## src/rtl/amp_fault_pkg.sv

```systemverilog
package amp_fault_pkg;

  // Sources that take every channel down at once
  typedef struct packed {
    logic supply;   // undervoltage or power-on reset, self-clearing
    logic thermal;  // over-temperature shutdown, latched
    logic stuck;    // external oscillator idle in slave mode, unreported
  } glob_src_t;

endpackage

```

## src/rtl/afs_rst_sync.sv

```systemverilog
module afs_rst_sync (
  input  logic clk,
  input  logic rst_n,
  output logic rst_sync_n
);

  logic [1:0] stage_q;

  always_ff @(posedge clk or negedge rst_n) begin
    if (!rst_n) begin
      stage_q <= 2'b00;
    end else begin
      stage_q <= {stage_q[0], 1'b1};
    end
  end

  assign rst_sync_n = stage_q[1];

endmodule

```

## src/rtl/afs_sticky.sv

```systemverilog
module afs_sticky #(
  parameter int W = 1
) (
  input  logic         clk,
  input  logic         rst_n,
  input  logic [W-1:0] set_i,
  output logic [W-1:0] act_o
);

  logic [W-1:0] hold_q;
  logic [W-1:0] hold_d;

  always_comb begin
    hold_d = hold_q | set_i;
  end

  always_ff @(posedge clk or negedge rst_n) begin
    if (!rst_n) begin
      hold_q <= '0;
    end else begin
      hold_q <= hold_d;
    end
  end

  // Active at once on the raw flag, held afterwards
  assign act_o = hold_q | set_i;

endmodule

```

## src/rtl/afs_osc_watch.sv

```systemverilog
module afs_osc_watch #(
  parameter int TIMEOUT = 16
) (
  input  logic clk,
  input  logic rst_n,
  input  logic slave_i,
  input  logic osc_i,
  output logic stuck_o
);

  localparam int CW = $clog2(TIMEOUT + 1);
  localparam logic [CW-1:0] LIMIT = CW'(TIMEOUT);

  logic          osc_q;
  logic [CW-1:0] idle_q;
  logic [CW-1:0] idle_d;
  logic          toggled;

  always_comb begin
    toggled = osc_i ^ osc_q;
    if (!slave_i || toggled) begin
      idle_d = '0;
    end else if (idle_q == LIMIT) begin
      idle_d = idle_q;
    end else begin
      idle_d = idle_q + 1'b1;
    end
  end

  always_ff @(posedge clk or negedge rst_n) begin
    if (!rst_n) begin
      osc_q  <= 1'b0;
      idle_q <= '0;
    end else begin
      osc_q  <= osc_i;
      idle_q <= idle_d;
    end
  end

  assign stuck_o = slave_i && (idle_q == LIMIT);

endmodule

```

## src/rtl/amp_fault_supervisor.sv

```systemverilog
module amp_fault_supervisor #(
  parameter int NUM_CH      = 4,
  parameter int NUM_SUP     = 2,
  parameter int OSC_TIMEOUT = 16
) (
  input  logic               clk,
  input  logic               rst_n,
  input  logic [NUM_SUP-1:0] uv_flag,
  input  logic               por_flag,
  input  logic               otw_flag,
  input  logic               ote_flag,
  input  logic [NUM_CH-1:0]  ch_ovl,
  input  logic               slave_mode,
  input  logic               osc_in,
  output logic [NUM_CH-1:0]  ch_en,
  output logic               fault_n,
  output logic               otw_n
);

  import amp_fault_pkg::*;

  logic              rst_sync_n;
  logic              ote_act;
  logic [NUM_CH-1:0] ch_act;
  logic              osc_stuck;
  glob_src_t         glob;

  logic [NUM_CH-1:0] ch_en_d;
  logic              fault_n_d;
  logic              otw_n_d;

  afs_rst_sync u_rst (
    .clk        (clk),
    .rst_n      (rst_n),
    .rst_sync_n (rst_sync_n)
  );

  afs_sticky #(.W(1)) u_ote_hold (
    .clk   (clk),
    .rst_n (rst_sync_n),
    .set_i (ote_flag),
    .act_o (ote_act)
  );

  afs_sticky #(.W(NUM_CH)) u_ch_hold (
    .clk   (clk),
    .rst_n (rst_sync_n),
    .set_i (ch_ovl),
    .act_o (ch_act)
  );

  afs_osc_watch #(.TIMEOUT(OSC_TIMEOUT)) u_osc (
    .clk     (clk),
    .rst_n   (rst_sync_n),
    .slave_i (slave_mode),
    .osc_i   (osc_in),
    .stuck_o (osc_stuck)
  );

  always_comb begin
    glob.supply  = (|uv_flag) | por_flag;
    glob.thermal = ote_act;
    glob.stuck   = osc_stuck;
    ch_en_d      = {NUM_CH{~(|glob)}} & ~ch_act;
    // Oscillator loss is deliberately left off the fault pin
    fault_n_d    = ~(glob.supply | glob.thermal | (|ch_act));
    otw_n_d      = ~otw_flag;
  end

  always_ff @(posedge clk or negedge rst_sync_n) begin
    if (!rst_sync_n) begin
      ch_en   <= '0;
      fault_n <= 1'b1;
      otw_n   <= 1'b1;
    end else begin
      ch_en   <= ch_en_d;
      fault_n <= fault_n_d;
      otw_n   <= otw_n_d;
    end
  end

endmodule

```

## config.mk

```make
export PLATFORM = sky130hd
export DESIGN_NAME = amp_fault_supervisor
export DESIGN_NICKNAME = d
export VERILOG_FILES = /design/src/rtl/amp_fault_pkg.sv /design/src/rtl/afs_rst_sync.sv /design/src/rtl/afs_sticky.sv /design/src/rtl/afs_osc_watch.sv /design/src/rtl/amp_fault_supervisor.sv
export SDC_FILE = /design/constraint.sdc
export NUM_CORES = 1
export LEC_CHECK = 0
export BUFFER_PORTS_ARGS = -buffer_cell sky130_fd_sc_hd__buf_2
export CAP_MARGIN = 10
export CORE_MARGIN = 4
export CORE_UTILIZATION = 45
export DETAILED_ROUTE_END_ITERATION = 10
export PLACE_DENSITY = 0.7
export SYNTH_ARGS = -nofsm -noshare
export SYNTH_HDL_FRONTEND = slang
export SYNTH_SLANG_ARGS = --single-unit
```

## constraint.sdc

```tcl
create_clock -name clk -period 0.8 [get_ports clk]
set_input_delay 0 -clock clk [delete_from_list [all_inputs] [get_ports clk]]
set_output_delay 0 -clock clk [all_outputs]
set_load 0.02 [all_outputs]
```

==> impl_metrics.json <==
{
  "dp.cells": 100,
  "setup_ws_ns": -0.5965,
  "fin_cells": 117,
  "num_rows": 14,
  "end_kind": "flip-flop",
  "cts_num_sinks": 19,
  "syn_avg_cell_area_um2": 13.32,
  "root_buffer": "clkbuf_4",
  "ant_nets": 0,
  "grt_max_degree": 18,
  "synth_compound_area_share_pct": 2.435,
  "p_total_mw": 1.681,
  "min_period_ns": 1.396,
  "wl_per_cell_um": 14.62,
  "grt_pass1_vias": 604,
  "ff_latch_area_um2": 478.0,
  "synth_area_leader_cell": "dfrtp_1",
  "synth_adder_area_share_pct": 3.478,
  "vias": 549,
  "antenna_found_initial": 0,
  "synthTopCellsByArea": "dfrtp_1, dfstp_2, xnor2_1, ha_1, nor2_2",
  "drt_iter0_drc": 4,
  "clk_pin_slew_ns": 0.11,
  "finalWirelength_um": 1711,
  "setup_violations": 20,
  "num-fill-cells": 101,
  "fin_crit_sh_pct": 174.6,
  "die_h_um": 47.99,
  "cts_made_buffers": 3,
  "synthMuxAreaShare_pct": 1.391,
  "htreeDepth": 1,
  "io_buffers": 18,
  "synthCells": 54,
  "hp-class": "in2reg",
  "ys_ff_latch": 19,
  "yosysWarnings": 0,
  "p_leak_nw": 0.5209,
  "areaGrowthSynthToFinish_pct": 65.22,
  "crit_type": "in2reg",
  "drt-vias-per-instance": 4.692,
  "rsz0062_at_grt": "yes",
  "worst_clock_skew_ns": 0.003464,
  "max_freq_ghz": 0.7161,
  "grt_use_total_pct": 17.55,
  "core_um2": 1506,
  "place_congestion": 0.6938,
  "synth_seq_area_share_pct": 66.43,
  "clock_latency_ns": 0.29,
  "drc_errors": 0,
  "dr.pass1.iters": 4,
  "hpwl_um": 996.8,
  "yosys.area.top_type_share_pct": 59.13,
  "synth.distinct_cells": 20,
  "floorplan.die_area_um2": 2303,
  "final_max_slew_viol_count": 0,
  "vdd_drop_max_v": 0.001058,
  "nNetsFinal": 117,
  "cts_tree": "built",
  "cap_violations": 0,
  "crit_arrival_ns": 1.63,
  "gr-total-overflow": 0,
  "required_ns": 1.03,
  "yosys.area_share.simple_pct": 17.39,
  "start_util_pct": 47.76,
  "netlist_area_um2": 719.4,
  "hold_violations": 1,
  "cellPowerDensity_nw_per_um2": 1414,
  "grt_first_pass_wirelength_um": 2697,
  "multiInputGateArea_um2": 289.0,
  "cp_max_fo": 4,
  "holdWs_ns": -0.06481,
  "cts_hold_buf": 6,
  "synth_top_family_by_area": "simple AND/OR/NAND/NOR gates",
  "clk_path_buf_depth": 2,
  "synth_nets": 69,
  "critPathLaunchType": "primary input",
  "antenna_cells": 0,
  "ios": 19,
  "layout-drive-gt1-share_pct": 59.41,
  "die-width_um": 47.99,
  "status": "finished with violations",
  "violations": "negative hold slack, negative setup slack",
  "yosys.area_share.xor_xnor_pct": 6.087
}
[area by class of cell]
type | instances | share of cell area, %
multi-input combinational | 31 | 24.32
inverter | 3 | 0.9474
tap | 16 | 1.684
timing repair buffer | 44 | 30.32
clock buffer | 3 | 1.895
clock inverter | 1 | 0.6316
sequential | 19 | 40.21
[path summary, 6_finish.rpt]
kind | slack, ns | from | to | cells after the start
max in group asynchronous | 0.13 | rst_n | u_rst.stage_q[1]$_DFF_PN0_ | 3
min | -0.06 | uv_flag[1] | fault_n$_DFF_PN1_ | 3
max reg2reg | -0.58 | u_ote_hold.hold_q$_DFF_PN0_ | ch_en[0]$_DFF_PN0_ | 3
min reg2reg | 0.19 | u_rst.stage_q[1]$_DFF_PN0_ | u_osc.idle_q[2]$_DFFE_PN0P_ | 1
max | -0.60 | ote_flag | ch_en[0]$_DFF_PN0_ | 5
min in group asynchronous | 0.19 | u_rst.stage_q[1]$_DFF_PN0_ | u_osc.idle_q[2]$_DFFE_PN0P_ | 1
[synth_stat cells]
library cell  count
mux2i_1           1
or2_2             2
nor3_1            3
xnor2_1           3
ha_1              2
nor4bb_1          1
a211o_4           1
nor2_1            3
nand3_1           2
or4_4             1
dfrtp_1          17
or4_1             1
or2_1             3
xor2_1            2
dfstp_2           2
buf_2             1
inv_1             3
nand2_1           1
conb_1            1
nor2_2            4
[flip-flops by register name, summed over array words and instances, names as in the netlist]
register	count
u_ote_hold.hold_q	1
ch_en	4
u_ch_hold.hold_q	4
u_osc.osc_q	1
fault_n	1
u_rst.stage_q	2
otw_n	1
u_osc.idle_q	5
[what timing repair did]
action,4_1_cts,5_1_grt
setup buffers,8,0
resized for setup,25,4
endpoints found under the hold margin,11,2
pin swaps,3,0
setup endpoints to repair,20,21
cloned,0,0
[routing by layer]
layer | share of wire (%) | track usage, % | wire, um
met5 | 0 | 0 | 0
met4 | 1.1 | 4.839 | 19
met3 | 3.2 | 2.256 | 55
met2 | 57 | 31.13 | 981
met1 | 38 | 22.30 | 654
[cells in the final DEF (no fill, tap or decap), drive strengths merged]
cell         count
or2              5
nor4bb           1
nand2            1
mux2i            1
clkinvlp         1
buf             38
xnor2            3
clkbuf           3
xor2             2
nand3            2
conb             1
ha               2
dfstp            2
dfrtp           17
inv              3
nor2             7
a211o            1
nor3             3
or4              2
dlygate4sd3      6
[metrics by stage]
step	setup TNS (ns)	utilization, %	worst slack, ns	area [um2]
CTS	-5.846	77.91	-0.5747	1174
finish	-6.016	78.90	-0.5965	1189
global placement	-4.909	61.38	-0.5341	924.6
detailed placement	-5.337	61.38	-0.5974	924.6
floorplan	-4.283	-	-0.5190	721.9
global route	-6.881	78.90	-0.6412	1189
[where the power goes]
part	total [mW]	switching, mW	internal [mW]
clock network	0.490	0.300	0.190
registers	0.988	0.00843	0.980
logic	0.204	0.0859	0.118
total	1.68	0.394	1.29
[kinds of logic (layout without fill, tap and decap cells)]
group	Yosys count	in the layout
and+or+nand+nor	21	21
buffers and inverters	4	51
adders and majority gates	2	2
AOI/OAI and AO/OA	1	1
muxes	1	1
DFF	19	19
xor gates and xnor gates	5	5
other	1	1
[critical path, stage by stage]
cell,delay [ns]
buf_2,0.09
dlygate4sd3_1,0.58
or4_4,0.56
a211o_4,0.32
nor2_2,0.08
(Power assumes the default switching activity.)
